===== src/rtl/pc_step_pkg.sv =====
package pc_step_pkg;
  localparam int INSN_W = 32;
  localparam int OPC_W  = 7;
  localparam int F3_W   = 3;

  localparam logic [OPC_W-1:0] OPC_REG    = 7'h33;
  localparam logic [OPC_W-1:0] OPC_IMM    = 7'h13;
  localparam logic [OPC_W-1:0] OPC_LOAD   = 7'h03;
  localparam logic [OPC_W-1:0] OPC_JREG   = 7'h67;
  localparam logic [OPC_W-1:0] OPC_STORE  = 7'h23;
  localparam logic [OPC_W-1:0] OPC_BRANCH = 7'h63;

  localparam logic [F3_W-1:0] F3_EQ   = 3'd0;
  localparam logic [F3_W-1:0] F3_WORD = 3'd2;

  typedef struct packed {
    logic r;
    logic i;
    logic s;
    logic b;
  } fmt_t;
endpackage


===== src/rtl/insn_format_decode.sv =====
module insn_format_decode
  import pc_step_pkg::*;
(
  input  logic [OPC_W-1:0] opcode,
  input  logic [F3_W-1:0]  funct3,
  output fmt_t             fmt,
  output logic             is_beq,
  output logic             is_word_load
);
  always_comb begin
    fmt = '0;
    unique case (opcode)
      OPC_REG:                     fmt.r = 1'b1;
      OPC_IMM, OPC_LOAD, OPC_JREG: fmt.i = 1'b1;
      OPC_STORE:                   fmt.s = 1'b1;
      OPC_BRANCH:                  fmt.b = 1'b1;
      default:                     fmt   = '0;
    endcase
  end

  assign is_beq       = (opcode == OPC_BRANCH) && (funct3 == F3_EQ);
  assign is_word_load = (opcode == OPC_LOAD)   && (funct3 == F3_WORD);
endmodule


===== src/rtl/branch_target_calc.sv =====
module branch_target_calc #(
  parameter int XLEN = 32
) (
  input  logic [XLEN-1:0] pc_cur,
  input  logic [6:0]      hi_field,
  input  logic [4:0]      lo_field,
  input  logic [XLEN-1:0] opnd_a,
  input  logic [XLEN-1:0] opnd_b,
  input  logic            is_beq,
  output logic [XLEN-1:0] target
);
  localparam int IMM_W = 13;
  localparam int EXT_W = XLEN - IMM_W;
  localparam logic [XLEN-1:0] STEP = XLEN'(4);

  logic [IMM_W-1:0] imm_raw;
  logic [XLEN-1:0]  imm_ext;
  logic             taken;

  // offset bits: 12 | 11 | 10:5 | 4:1 | 0
  assign imm_raw = {hi_field[6], lo_field[0], hi_field[5:0], lo_field[4:1], 1'b0};
  assign imm_ext = {{EXT_W{imm_raw[IMM_W-1]}}, imm_raw};
  assign taken   = is_beq && (opnd_a == opnd_b);
  assign target  = taken ? (pc_cur + imm_ext) : (pc_cur + STEP);
endmodule


===== src/rtl/align_guard.sv =====
module align_guard #(
  parameter int XLEN       = 32,
  parameter bit COMPRESSED = 1'b0
) (
  input  logic [XLEN-1:0] target,
  input  logic [1:0]      data_addr_lo,
  input  logic            is_word_load,
  output logic            tgt_bad,
  output logic            ld_bad
);
  logic unused_hi;
  assign unused_hi = ^target[XLEN-1:2];

  generate
    if (COMPRESSED) begin : g_half
      logic unused_b1;
      assign unused_b1 = target[1] & unused_hi;
      assign tgt_bad   = target[0];
    end else begin : g_word
      assign tgt_bad = |target[1:0];
    end
  endgenerate

  assign ld_bad = is_word_load && (data_addr_lo != 2'b00);
endmodule


===== src/rtl/pc_step_unit.sv =====
module pc_step_unit
  import pc_step_pkg::*;
#(
  parameter int              XLEN       = 32,
  parameter bit              COMPRESSED = 1'b0,
  parameter logic [XLEN-1:0] RESET_VEC  = XLEN'(32'h0000_1000)
) (
  input  logic            clk,
  input  logic            rst,
  input  logic            advance,
  input  logic [31:0]     insn,
  input  logic [XLEN-1:0] opnd_a,
  input  logic [XLEN-1:0] opnd_b,
  input  logic [1:0]      data_addr_lo,
  output logic [XLEN-1:0] pc,
  output logic [XLEN-1:0] next_pc,
  output logic            fmt_r,
  output logic            fmt_i,
  output logic            fmt_s,
  output logic            fmt_b,
  output logic            insn_misalign,
  output logic            load_misalign
);
  fmt_t            fmt_c;
  logic            is_beq_c;
  logic            is_wload_c;
  logic [XLEN-1:0] target_c;
  logic            tgt_bad_c;
  logic            ld_bad_c;
  logic            unused_rs;

  assign unused_rs = ^insn[24:15];

  insn_format_decode u_dec (
    .opcode       (insn[6:0]),
    .funct3       (insn[14:12]),
    .fmt          (fmt_c),
    .is_beq       (is_beq_c),
    .is_word_load (is_wload_c)
  );

  branch_target_calc #(.XLEN(XLEN)) u_tgt (
    .pc_cur   (pc),
    .hi_field (insn[31:25]),
    .lo_field (insn[11:7]),
    .opnd_a   (opnd_a),
    .opnd_b   (opnd_b),
    .is_beq   (is_beq_c),
    .target   (target_c)
  );

  align_guard #(.XLEN(XLEN), .COMPRESSED(COMPRESSED)) u_algn (
    .target       (target_c),
    .data_addr_lo (data_addr_lo),
    .is_word_load (is_wload_c),
    .tgt_bad      (tgt_bad_c),
    .ld_bad       (ld_bad_c)
  );

  always_ff @(posedge clk) begin
    if (rst) begin
      pc            <= RESET_VEC;
      next_pc       <= RESET_VEC;
      fmt_r         <= 1'b0;
      fmt_i         <= 1'b0;
      fmt_s         <= 1'b0;
      fmt_b         <= 1'b0;
      insn_misalign <= 1'b0;
      load_misalign <= 1'b0;
    end else begin
      if (advance && !tgt_bad_c) pc <= target_c;
      next_pc       <= target_c;
      fmt_r         <= fmt_c.r;
      fmt_i         <= fmt_c.i;
      fmt_s         <= fmt_c.s;
      fmt_b         <= fmt_c.b;
      insn_misalign <= tgt_bad_c;
      load_misalign <= ld_bad_c;
    end
  end
endmodule


===== config.mk =====
export PLATFORM = sky130hd
export DESIGN_NAME = pc_step_unit
export DESIGN_NICKNAME = d
export VERILOG_FILES = /design/src/rtl/pc_step_pkg.sv /design/src/rtl/insn_format_decode.sv /design/src/rtl/branch_target_calc.sv /design/src/rtl/align_guard.sv /design/src/rtl/pc_step_unit.sv
export SDC_FILE = /design/constraint.sdc
export NUM_CORES = 1
export LEC_CHECK = 0
export ABC_AREA = 0
export BUFFER_PORTS_ARGS = -buffer_cell sky130_fd_sc_hd__buf_2
export CAP_MARGIN = 20
export CORE_AREA = 5 5 112 114
export DETAILED_ROUTE_END_ITERATION = 10
export DIE_AREA = 0 0 117 119
export PLACE_DENSITY = 0.86
export SYNTH_ARGS = -nofsm -noshare
export SYNTH_HDL_FRONTEND = slang
export SYNTH_SLANG_ARGS = --single-unit

===== constraint.sdc =====
create_clock -name clk -period 2.9 [get_ports clk]
set_clock_uncertainty 0.15 [all_clocks]
set_input_delay 0.145 -clock clk [delete_from_list [all_inputs] [get_ports clk]]
set_output_delay 0.145 -clock clk [all_outputs]
set_load 0.01 [all_outputs]

Word level (Yosys, flattened, before mapping)
Cells that the tools add are included.

word-level totals
  register bits = 70
  input bits = 101
  output and inout bits = 70
  logic and storage cells = 33

operators by class
  add/sub/neg operators = 2
  equal/unequal tests = 8
  mux-type cells = 5
  reductions and logical operators = 10

operators by type and width
  kind                     number
  $add A32 B3 Y32 const B  1
  $add A32 B32 Y32         1
  $eq A32 B32 Y1           1
  $mux W32                 1
  $eq A7 B6 Y1 const B     2
  $eq A7 B7 Y1 const B     2
  $eq A7 B2 Y1 const B     1
  $eq A7 B5 Y1 const B     1
  $logic_and A1 B1 Y1      5
  $mux W1                  4
  $eq A3 B2 Y1 const B     1
  $logic_not A3 Y1         1
  $reduce_or A3 Y1         1
  $reduce_bool A2 Y1       1
  $reduce_or A2 Y1         1
  $logic_not A1 Y1         1

Longest topological paths before layout
  depth in word-level cells = 7
  gate-level depth with buffers = 12
  gate-level depth less buffers = 12

Cells and area by module
A second synthesis with hierarchy kept.

second synthesis, totals
  cell total of the unflattened synthesis = 629
  area, all modules = 5208.7 um^2

modules (own cells, without submodules)
  module              instances  cells an instance  area an instance (um^2)  seq. area each (um^2)
  branch_target_calc  1          428                2824.0                   0.0
  pc_step_unit        1          185                2270.9                   1401.3
  insn_format_decode  1          14                 100.1                    0.0
  align_guard         1          2                  13.8                     0.0

Worst setup path before layout
No wires, ideal clock.

  kind = reg-to-reg
  start = register pc[1]
  end = register next_pc[31]
  library setup time = 62 ps
  arrival time = 2851 ps
  required time = 2688 ps
  slack = -163 ps
  stages on the path, launching flop included = 13
  buffers on the path = 0
  period minus slack after synthesis = 3063 ps
  cells stage by stage = dfxtp_1 -> ha_1 -> inv_1 -> fa_1 -> nor2b_1 -> o211ai_1 -> a211oi_1 -> o31ai_1 -> a21oi_1 -> o21ai_1 -> and4_1 -> or4b_1 -> nand3_1

between the ends
  word-level cells in the longest chain between the ends = 2
  elaborated cells on any way between the ends = 3
  classes of those cells = add/sub: 2; mux: 1

ends and longest elaborated chain
  element                                                     RTL line                  text
  from (decl)                                                 pc_step_unit.sv:15        output logic [XLEN-1:0] pc,
  from (signal assigned)                                      pc_step_unit.sv:71        if (advance && !tgt_bad_c) pc <= target_c;
  $add A32 B3 Y32 / $add A32 B32 Y32 (equally long branches)  branch_target_calc.sv:24  assign target = taken ? (pc_cur + imm_ext) : (pc_cur + STEP);
  $mux W32 *                                                  branch_target_calc.sv:24
  to (signal assigned)                                        pc_step_unit.sv:72        next_pc <= target_c;
  to (decl)                                                   pc_step_unit.sv:16        output logic [XLEN-1:0] next_pc,

Every way passes the cells marked *; elsewhere a longest branch is shown, timed or not.
A chain may end at the register's enable or synchronous reset.

Worst setup path after layout
  start = register pc[1]
  end = register pc[31]

between the ends
  word-level cells in the longest chain between the ends = 5
  elaborated cells on any way between the ends = 6
  classes of those cells = add/sub: 2; mux: 1; reduce/logical: 3

ends and longest elaborated chain
  element                                                     RTL line                  text
  $add A32 B3 Y32 / $add A32 B32 Y32 (equally long branches)  branch_target_calc.sv:24
  $mux W32 *                                                  branch_target_calc.sv:24
  $reduce_or A2 Y1                                            align_guard.sv:20         assign tgt_bad = |target[1:0];
  $logic_not A1 Y1                                            pc_step_unit.sv:71
  $logic_and A1 B1 Y1                                         pc_step_unit.sv:71

Marked as above.

==> flow_summary.yaml <==
global_routing:
  grt_pass1_wl_mm: 27.4
  grt_pass1_vias: 5843
  overflow: 0
  grt_max_degree: 61
  antenna_found_initial: 1
  grt_util_all_layers_pct: 24.1
cells_and_area:
  final_cell_area_mm2: 0.00714
  drive_gt1_share_pct: 30.9
  finalNonFillerCells: 1030
  nNetsFinal: 1014
  syn_to_final_growth_pct: 35.9
timing:
  timing.final.ws_setup_ns: 0.0252
  worst_pin_slew_ns: 0.873
  fin_crit_sh_pct: 99.1
  setup_viol: 0
  finalSetupTns_ns: 0
  timing.fmax_mhz: 348
  finalHoldViolCount: 0
  fin_crit_ns: 2.87
  max-slew-margin-rel_pct: 41.1
  rsz0062_at_grt: "true"
  slew_viol_final: 0
  hold_slack_ns: 0.0889
cts:
  numCtsBuffers: 9
  cts_tree: "done"
  htreeDepth: 3
  clock-sinks: 67
  root_buffer: "clkbuf_16"
  clock_latency_ns: 0.35
  cts_buffer_depth: 2
  clk_pin_slew_worst_paths_ns: 0.06
worst_setup_path:
  cp.arrival_ns: 3.01
  rrSetupSlack_ns: 0.03
  cp-end-kind: "flip-flop"
  path_max_fanout: 2
  r2r-end: "pc[31]$_SDFFE_PP0P_"
  r2r_start: "pc[1]$_SDFFE_PP0P_"
  r2r_cells: 13
  crit_type: "reg -> reg"
  required_ns: 3.04
  worst_setup_path_start_kind: "flip-flop"
floorplan:
  num_rows: 39
  start_util_pct: 46.4
  dieWidth_um: 117
  core_area_mm2: 0.0113
  io_pins: 171
  die_area_mm2: 0.0139
  dieHeight_um: 119
worst_hold_path:
  min_from: "insn[2]"
  hold-path-endpoint: "fmt_r$_SDFF_PP0_"
  hp-class: "in -> reg"
  min_path_cells: 3
route:
  avgRoutedWirePerCell_um: 17.3
  viasPerCell: 5.85
  vias: 6022
  postRouteAntennaNets: 0
  drc_errors: 0
  wirelength_mm: 17.9
  drt_first_iter_violations: 492
  first_pass_iters: 5
power_and_ir_drop:
  powerDensity_mw_per_mm2: 371
  intPower_w: 0.00192
  power_leakage_nw: 3.26
  power_frac_seq_pct: 35.6
  irDropWorstVdd_v: 0.000246
  net-switching-power_w: 0.000723
  clkPwrFrac_pct: 46.2
  swShare_pct: 27.3
  pwr-share-comb_pct: 18.2
flow_run:
  drv_cap: 0
place:
  dpl_worst_slack_ns: -0.0912
  dp.final_hpwl_mm: 12.6
  dp.cells: 994
  portBuffers: 158
  place_congestion: 0.900
  placed_area_mm2: 0.00644
yosys:
  avgSynthCellArea_um2: 7.70
  synth_edf_count: 0
  ys_types: 65
  synthCells: 682
  seq_area_frac_synth_pct: 25.5
  synth-seq-cells: 67
  yosysWarnings: 0
  synthArstFlopShare_pct: 0
  mappedNetlistArea_mm2: 0.00525
  synth_ff_type: "dfxtp_1"
status:
  outcome: "finished clean"
[synthesized netlist by cell type (all sizes together), types with 3 or more instances]
library cell  count  area (µm²)
nand3b            4        30.0
buf              13        76.3
o41ai             3        45.1
nand2b            5        31.3
nor3             11        60.1
a21oi            50         250
nor2b             6        37.5
or3               6        37.5
o31ai             6        45.0
nor2             93         349
and4              3        26.3
nand3            28         145
ha               31         388
and2              5        31.3
a31oi             7        43.8
clkbuf           21        78.8
nand2            53         201
xor2             26         228
o211ai            6        45.0
o21bai            5        37.5
xnor2            56         490
or4b              3        30.0
o21a              5        37.5
o21ai            25         129
nor4              7        58.8
a211oi           34         255
or4               6        48.8
inv              15        56.3
dfxtp            67        1340
a21o             18         135
nor4b             4        35.0
and3             13        81.3
nor3b             3        22.5
nand4            20         125
[cell families (layout without fill, tap and decap cells)]
| kind of cell | Yosys count | after routing | synth area share (%) |
|---|---|---|---|
| simple gates | 276 | 276 | 26.7 |
| flops | 67 | 67 | 25.5 |
| xor+xnor | 82 | 82 | 13.7 |
| mux | 2 | 2 | 0.405 |
| fa+ha+maj | 32 | 32 | 7.76 |
| buf+inv | 49 | 252 | 4.02 |
| other cells | 1 | 3 | 0.0714 |
| compound gates | 173 | 173 | 21.8 |
[per-layer routing]
layer  vias up  wire length (µm)  share of wire (%)  GRT usage, %
met5         -                 0                  0             0
li1       2869                 -                  -             -
met1      2764              6890                 39          29.3
met4         0               620                3.5          9.82
met3        64              1500                8.4          5.43
met2       325              8860                 50          40.5
[cell usage in the layout (no fill, tap or decap), types with 20 or more instances in the layout]
cell / count
a211oi_1: 32
a21oi_1: 48
buf_2: 158
buf_4: 51
dfxtp_1: 65
ha_1: 24
nand2_1: 51
nand3_1: 25
nand4_1: 20
nor2_1: 91
o21ai_0: 20
xnor2_1: 56
xor2_1: 26
[area by class of cell]
cell class	instances	area (µm²)
well taps	143	179
inverters	15	56.3
diodes	1	2.50
clock inverters	6	88.8
flip-flops and latches	67	1350
multi-input cells	567	3880
repair buffers	221	1340
clock buffers	10	239
fillers	948	4180
[how the worst max path moves through the flow]
stage | startpoint | endpoint | slack [ns] | cells after the start
final | pc[1]$_SDFFE_PP0P_ | pc[31]$_SDFFE_PP0P_ | 0.03 | 13
after global routing | pc[1]$_SDFFE_PP0P_ | next_pc[29]$_SDFF_PP0_ | -0.14 | 13
after CTS | pc[5]$_SDFFE_PP0P_ | pc[30]$_SDFFE_PP0P_ | -0.004 | 10
after detailed placement | pc[1]$_SDFFE_PP0P_ | next_pc[31]$_SDFF_PP0_ | -0.09 | 12
after global placement | pc[1]$_SDFFE_PP0P_ | next_pc[31]$_SDFF_PP0_ | -0.04 | 12
after floorplan | pc[1]$_SDFFE_PP0P_ | next_pc[31]$_SDFF_PP0_ | 0.02 | 12
[power by group through the flow]
stage	sequential [W]	clock, W	combinational (W)
after floorplan	0.000971	0	0.000252
after global placement	0.000962	0	0.000419
after detailed placement	0.000963	0	0.000427
after CTS	0.000942	0.00122	0.000445
after global routing	0.000945	0.00127	0.000522
final	0.000943	0.00122	0.000480
[critical path, cell delays in order, from the launching register on]
cell	delay, ns
dfxtp_4	0.35
ha_4	0.13
inv_2	0.03
fa_2	0.33
nor2b_2	0.14
o211ai_1	0.12
a211oi_2	0.26
buf_4	0.15
o31ai_2	0.05
a21oi_1	0.15
o21ai_1	0.11
and4_1	0.18
or4b_4	0.56
nand3_2	0.08
[what timing repair did]
item / CTS / global route
cloned: 0 / 2
endpoints found under the setup margin: 8 / 25
pin swaps: 9 / 17
resized for setup: 12 / 22
hold buffers: 8 / 0
endpoints found under the hold margin: 4 / 0
setup buffers: 3 / 6
[registers in the layout (all words and copies together) (netlist names)]
register       flops
pc                31
load_misalign      1
next_pc           31
fmt_r              1
fmt_b              1
fmt_i              1
fmt_s              1
[metrics by stage]
stage               util (%)  power, W
floorplan                  -   0.00122
global placement        56.9   0.00138
detailed placement      56.9   0.00139
CTS                     61.3   0.00261
global route            63.1   0.00274
finish                  63.1   0.00265
Power figures use the tool's default switching activity.
